### src/rtl/code_bank_mapper.sv
module code_bank_mapper #(
  parameter int          AW       = 16,
  parameter int          BW       = 2,
  parameter logic [7:0]  SFR_ADDR = 8'hB1,
  parameter logic [7:0]  RST_VAL  = 8'h11
) (
  input  logic              clk,
  input  logic              rst_n,
  input  logic [7:0]        sfr_addr,
  input  logic              sfr_wr,
  input  logic [7:0]        sfr_wdata,
  output logic [7:0]        sfr_rdata,
  input  logic [AW-1:0]     exec_pc,
  input  logic [AW-1:0]     fetch_addr,
  output logic [AW+BW-2:0]  fetch_phys,
  input  logic [AW-1:0]     const_addr,
  input  logic              const_scratch,
  output logic [AW+BW-2:0]  const_phys
);
  localparam int OW = AW - 1;

  logic [BW-1:0] if_bank, co_bank;
  logic          reg_hit, wr_hit, pc_common;

  assign reg_hit   = (sfr_addr == SFR_ADDR);
  assign wr_hit    = sfr_wr && reg_hit;
  assign pc_common = !exec_pc[AW-1] || (if_bank == '0);

  always_ff @(posedge clk) begin
    if (!rst_n) begin
      if_bank <= RST_VAL[BW-1:0];
      co_bank <= RST_VAL[4+BW-1:4];
    end else if (wr_hit) begin
      co_bank <= sfr_wdata[4+BW-1:4];
      if (pc_common) if_bank <= sfr_wdata[BW-1:0];
    end
  end

  assign sfr_rdata = reg_hit ? {2'b00, co_bank, 2'b00, if_bank} : 8'h00;

  assign fetch_phys = {(fetch_addr[AW-1] ? if_bank : {BW{1'b0}}), fetch_addr[OW-1:0]};
  assign const_phys = {((const_addr[AW-1] && !const_scratch) ? co_bank : {BW{1'b0}}),
                       const_addr[OW-1:0]};
endmodule


### config.mk
export PLATFORM = sky130hd
export DESIGN_NAME = code_bank_mapper
export DESIGN_NICKNAME = d
export VERILOG_FILES = /design/src/rtl/code_bank_mapper.sv
export SDC_FILE = /design/constraint.sdc
export NUM_CORES = 1
export LEC_CHECK = 0
export CORE_UTILIZATION = 27
export CTS_CLUSTER_DIAMETER = 30
export CTS_CLUSTER_SIZE = 30
export DETAILED_ROUTE_END_ITERATION = 10
export DONT_BUFFER_PORTS = 1
export PLACE_DENSITY = 0.4
export SLEW_MARGIN = 20
export SYNTH_ARGS = -nofsm -noshare
export SYNTH_HDL_FRONTEND = slang
export SYNTH_SLANG_ARGS = --single-unit
### constraint.sdc
create_clock -name clk -period 2.7 [get_ports clk]
set_clock_uncertainty 0.2 [all_clocks]
set_input_delay 0 -clock clk [delete_from_list [all_inputs] [get_ports clk]]
set_output_delay 0 -clock clk [all_outputs]
set_load 0.05 [all_outputs]
==> impl_results.html <==
<table>
<tr><th>Metric</th><th>Value</th></tr>
<tr><th colspan="2">Final layout</th></tr>
<tr><td>Area delta synth-&gt;final</td><td>39.4%</td></tr>
<tr><td>Most common library cell in the layout ignoring fill and taps</td><td>sky130_fd_sc_hd__dlygate4sd3_1</td></tr>
<tr><td>Number of antenna diodes</td><td>0</td></tr>
<tr><td>Post-layout util</td><td>0.421</td></tr>
<tr><td>Highest-count cells in the layout ignoring fill and taps</td><td>41 x sky130_fd_sc_hd__dlygate4sd3_1, 4 x sky130_fd_sc_hd__and3_1, 4 x sky130_fd_sc_hd__conb_1, 4 x sky130_fd_sc_hd__dfxtp_1</td></tr>
<tr><td>Fraction of layout instances using a drive strength above 1</td><td>0.0625</td></tr>
<tr><td>Final layout net count</td><td>150</td></tr>
<tr><th colspan="2">CTS</th></tr>
<tr><td>Max Root-Sink Buffers</td><td>2</td></tr>
<tr><td>Count of clock tree sinks</td><td>4</td></tr>
<tr><td>Root buffer selected by CTS</td><td>sky130_fd_sc_hd__clkbuf_4</td></tr>
<tr><td>Skew-Pair Late Insertion Delay</td><td>between 0.2 and 0.25 ns</td></tr>
<tr><td>Clock-pin transition on the worst setup and hold timing paths</td><td>0.04 ns</td></tr>
<tr><td>Cts bufs inserted</td><td>3</td></tr>
<tr><td>CTS H-Tree Depth</td><td>1</td></tr>
<tr><td>Clock tree from TritonCTS</td><td>done</td></tr>
<tr><td>Post_cts resized</td><td>0</td></tr>
<tr><td># Post-CTS Setup Buffers</td><td>0</td></tr>
<tr><th colspan="2">STA</th></tr>
<tr><td>Tmin final</td><td>roughly 2.1 ns</td></tr>
<tr><td>Final sum of negative setup slack</td><td>0 ns</td></tr>
<tr><td>Max frequency</td><td>0.479 GHz</td></tr>
<tr><td>Final worst-path setup slack</td><td>a little over 0.6 ns</td></tr>
<tr><td>Worst hold-check slack</td><td>0.105 ns</td></tr>
<tr><td>Worst-margin pin slew</td><td>about 0.70 ns</td></tr>
<tr><td>Headroom to the max-slew limit</td><td>0.530</td></tr>
<tr><td>Max Slew Vio Count</td><td>0</td></tr>
<tr><td>Final worst path period share</td><td>0.773</td></tr>
<tr><td>RSZ-0062 raised after global routing</td><td>false</td></tr>
<tr><td>Final number of setup-violating endpoints</td><td>0</td></tr>
<tr><td>Final Hold Fails</td><td>0</td></tr>
<tr><th colspan="2">Global route</th></tr>
<tr><td>Number of global-route vias before repair</td><td>about 410</td></tr>
<tr><td>Number of antenna violations at the first check in global routing</td><td>0</td></tr>
<tr><td>First-pass GRT wire length</td><td>around 1600 um</td></tr>
<tr><td>Total congestion overflow after global routing</td><td>0</td></tr>
<tr><td>Total routing resource utilization after global routing</td><td>0.106</td></tr>
<tr><td>Pin count of the biggest net entering global routing</td><td>9</td></tr>
<tr><th colspan="2">Pwr</th></tr>
<tr><td>Pwr/cell area</td><td>roughly 380 nW/um^2</td></tr>
<tr><td>Leakage</td><td>between 0.3 and 0.4 nW</td></tr>
<tr><td>Maximum vdd drop</td><td>between 100 and 150 uV</td></tr>
<tr><th colspan="2">Logic synthesis</th></tr>
<tr><td>Cell area after technology mapping</td><td>549 um^2</td></tr>
<tr><td>Avg Cell Area, Syn</td><td>8.08 um^2</td></tr>
<tr><td>Number of warning messages in the yosys log</td><td>0</td></tr>
<tr><td>Fraction of the yosys area taken by sequential cells</td><td>0.146</td></tr>
<tr><td>Cells after Synth</td><td>between 60 and 70</td></tr>
<tr><td>Number of distinct library cells after synthesis</td><td>21</td></tr>
<tr><td>Number of synthesized register bits</td><td>4</td></tr>
<tr><th colspan="2">Floorplan</th></tr>
<tr><td>Total die area</td><td>between 2000 and 2500 um^2</td></tr>
<tr><td>I/O Pins</td><td>110</td></tr>
<tr><td>Placeable Area</td><td>roughly 1800 um^2</td></tr>
<tr><td># rows</td><td>15</td></tr>
<tr><td>Horiz. Die Dim</td><td>47.1 um</td></tr>
<tr><td>Initial Utilization</td><td>0.302</td></tr>
<tr><td>Die span in y</td><td>between 40 and 50 um</td></tr>
<tr><th colspan="2">Setup path</th></tr>
<tr><td>Most prevalent standard cell on the critical path</td><td>sky130_fd_sc_hd__dlygate4sd3_1</td></tr>
<tr><td>Peak per-stage delay on the critical path</td><td>approximately 0.63 ns</td></tr>
<tr><td>Reg-to-reg endpoint</td><td>if_bank[1]$_SDFFE_PN0P_</td></tr>
<tr><td>Worst-case register-to-register setup slack</td><td>0.61 ns</td></tr>
<tr><td>Critical Setup Path Class</td><td>in -&gt; reg</td></tr>
<tr><td>Startpoint type of the worst setup path</td><td>input pin</td></tr>
<tr><td>CP delay by family, top</td><td>buffers and inverters</td></tr>
<tr><td>CP max stage cell</td><td>sky130_fd_sc_hd__nor4b_2</td></tr>
<tr><td>Destination of the critical timing path</td><td>co_bank[1]$_SDFFE_PN0P_</td></tr>
<tr><td>Critical path depth</td><td>5</td></tr>
<tr><td>Data arrival time of the critical path</td><td>roughly 2 ns</td></tr>
<tr><td>Data required time at the worst endpoint</td><td>approximately 2.7 ns</td></tr>
<tr><td>R2R Path Start</td><td>if_bank[0]$_SDFFE_PN1P_</td></tr>
<tr><td>Crit path buf inv count</td><td>2</td></tr>
<tr><td>Highest fanout seen on the critical path</td><td>8</td></tr>
<tr><td>Beginning of the critical path</td><td>sfr_addr[6]</td></tr>
<tr><td>Cell depth of the worst flop-to-flop path</td><td>5</td></tr>
<tr><td>Crit path cell chain</td><td>nor4b_2 &gt; nand4_1 &gt; dlygate4sd3_1 &gt; a21boi_1 &gt; dlygate4sd3_1</td></tr>
<tr><td>Critical Path Sink Type</td><td>register</td></tr>
<tr><th colspan="2">Drt</th></tr>
<tr><td>Post-route DRC</td><td>0</td></tr>
<tr><td>Post-detailed-route wirelength per cell</td><td>around 12 um</td></tr>
<tr><td>Count of TritonRoute iterations in the first routing pass</td><td>3</td></tr>
<tr><td>Vias per inst</td><td>around 4.8</td></tr>
<tr><td>Residual antenna-violating net count after detailed routing</td><td>0</td></tr>
<tr><td>Total wire length</td><td>1280 um</td></tr>
<tr><td>Number of vias after detailed routing</td><td>approximately 500</td></tr>
<tr><td>First-iteration detailed-routing DRC count</td><td>2</td></tr>
<tr><th colspan="2">Placed design</th></tr>
<tr><td>Final weighted congestion of routability-driven global placement</td><td>0.615</td></tr>
<tr><td>Buffers added on ports</td><td>0</td></tr>
<tr><td>Post-place setup slack</td><td>1.29 ns</td></tr>
<tr><td>DP HPWL</td><td>about 740 um</td></tr>
<tr><th colspan="2">Run</th></tr>
<tr><td>Max-Cap Viols</td><td>0</td></tr>
<tr><th colspan="2">Hold path</th></tr>
<tr><td>Hold crit path type</td><td>in -&gt; out</td></tr>
<tr><th colspan="2">Run status</th></tr>
<tr><td>Outcome</td><td>complete, no violations</td></tr>
</table>
## layer usage
layer  wire (um)  share of wire  global-route usage
met5           0              0                   0
met2         638           0.50               0.175
met4           0              0               0.103
met3         160           0.12             0.00769
met1         485           0.38               0.117
## where the power goes
group	internal [mW]	leakage, nW	total (mW)	switching, mW
logic	0.0398	0.261	0.156	0.117
registers	0.0595	0.0323	0.0595	0.0000666
clock network	0.0497	0.0138	0.0738	0.0241
total	0.149	0.307	0.290	0.141
## cells in the mapped netlist (all sizes together)
cell,instances,area share
buf,34,0.46
a21boi,4,0.055
and3,4,0.046
dfxtp,4,0.15
nand4,3,0.034
o31ai,3,0.041
and2,2,0.023
and3b,2,0.032
a31oi,1,0.011
and4b,1,0.018
clkbuf,1,0.0068
conb,1,0.0068
inv,1,0.0068
nand2b,1,0.011
nand3,1,0.0091
nand4b,1,0.016
nor4,1,0.011
nor4b,1,0.027
o21ai,1,0.0091
or4b,1,0.025
## repair_timing
| item | in CTS | in global routing |
|---|---|---|
| hold buffers | 42 | 0 |
| setup endpoints to repair | 0 | 1 |
| endpoints found under the hold margin | 34 | 0 |
## per-stage QoR
step / total power [mW] / instances / area (um^2)
global route: 0.301 / 105 / 766
floorplan: 0.211 / 71 / 561
finish: 0.290 / 105 / 766
global placement: 0.0878 / 61 / 333
detailed placement: 0.0879 / 61 / 333
CTS: 0.293 / 106 / 776
## worst min path at each step
| stage | startpoint | end | slack (ns) | cells after the start |
|---|---|---|---|---|
| after global routing | fetch_addr[15] | fetch_phys[16] | 0.11 | 1 |
| after detailed placement | const_addr[13] | const_phys[13] | -0.20 | 0 |
| after floorplan | rst_n | if_bank[0]$_SDFFE_PN1P_ | -0.13 | 1 |
| after global placement | const_addr[13] | const_phys[13] | -0.20 | 0 |
| final | fetch_addr[15] | fetch_phys[16] | 0.10 | 1 |
| after CTS | fetch_addr[15] | fetch_phys[15] | 0.11 | 1 |
## cell type report
type / count / area (um^2)
repair buffers: 41 / 410
well taps: 25 / 31.3
fillers: 189 / 1050
flip-flops and latches: 4 / 80.1
inverters: 1 / 3.75
multi-input cells: 31 / 218
clock buffers: 3 / 22.5
## kinds of logic (layout without fill, tap and decap cells)
| group | after synthesis | in the layout | share of synthesized area |
|---|---|---|---|
| buffers and inverters | 36 | 45 | 0.478 |
| and+or+nand+nor | 18 | 18 | 0.253 |
| AOI/OAI and AO/OA | 9 | 9 | 0.116 |
| DFF | 4 | 4 | 0.146 |
| other | 1 | 4 | 0.00683 |
## sequential cells by signal, summed over array words and instances (netlist names)
signal,flops
co_bank,2
if_bank,2
Note: power is estimated with default switching activity, not from simulation.
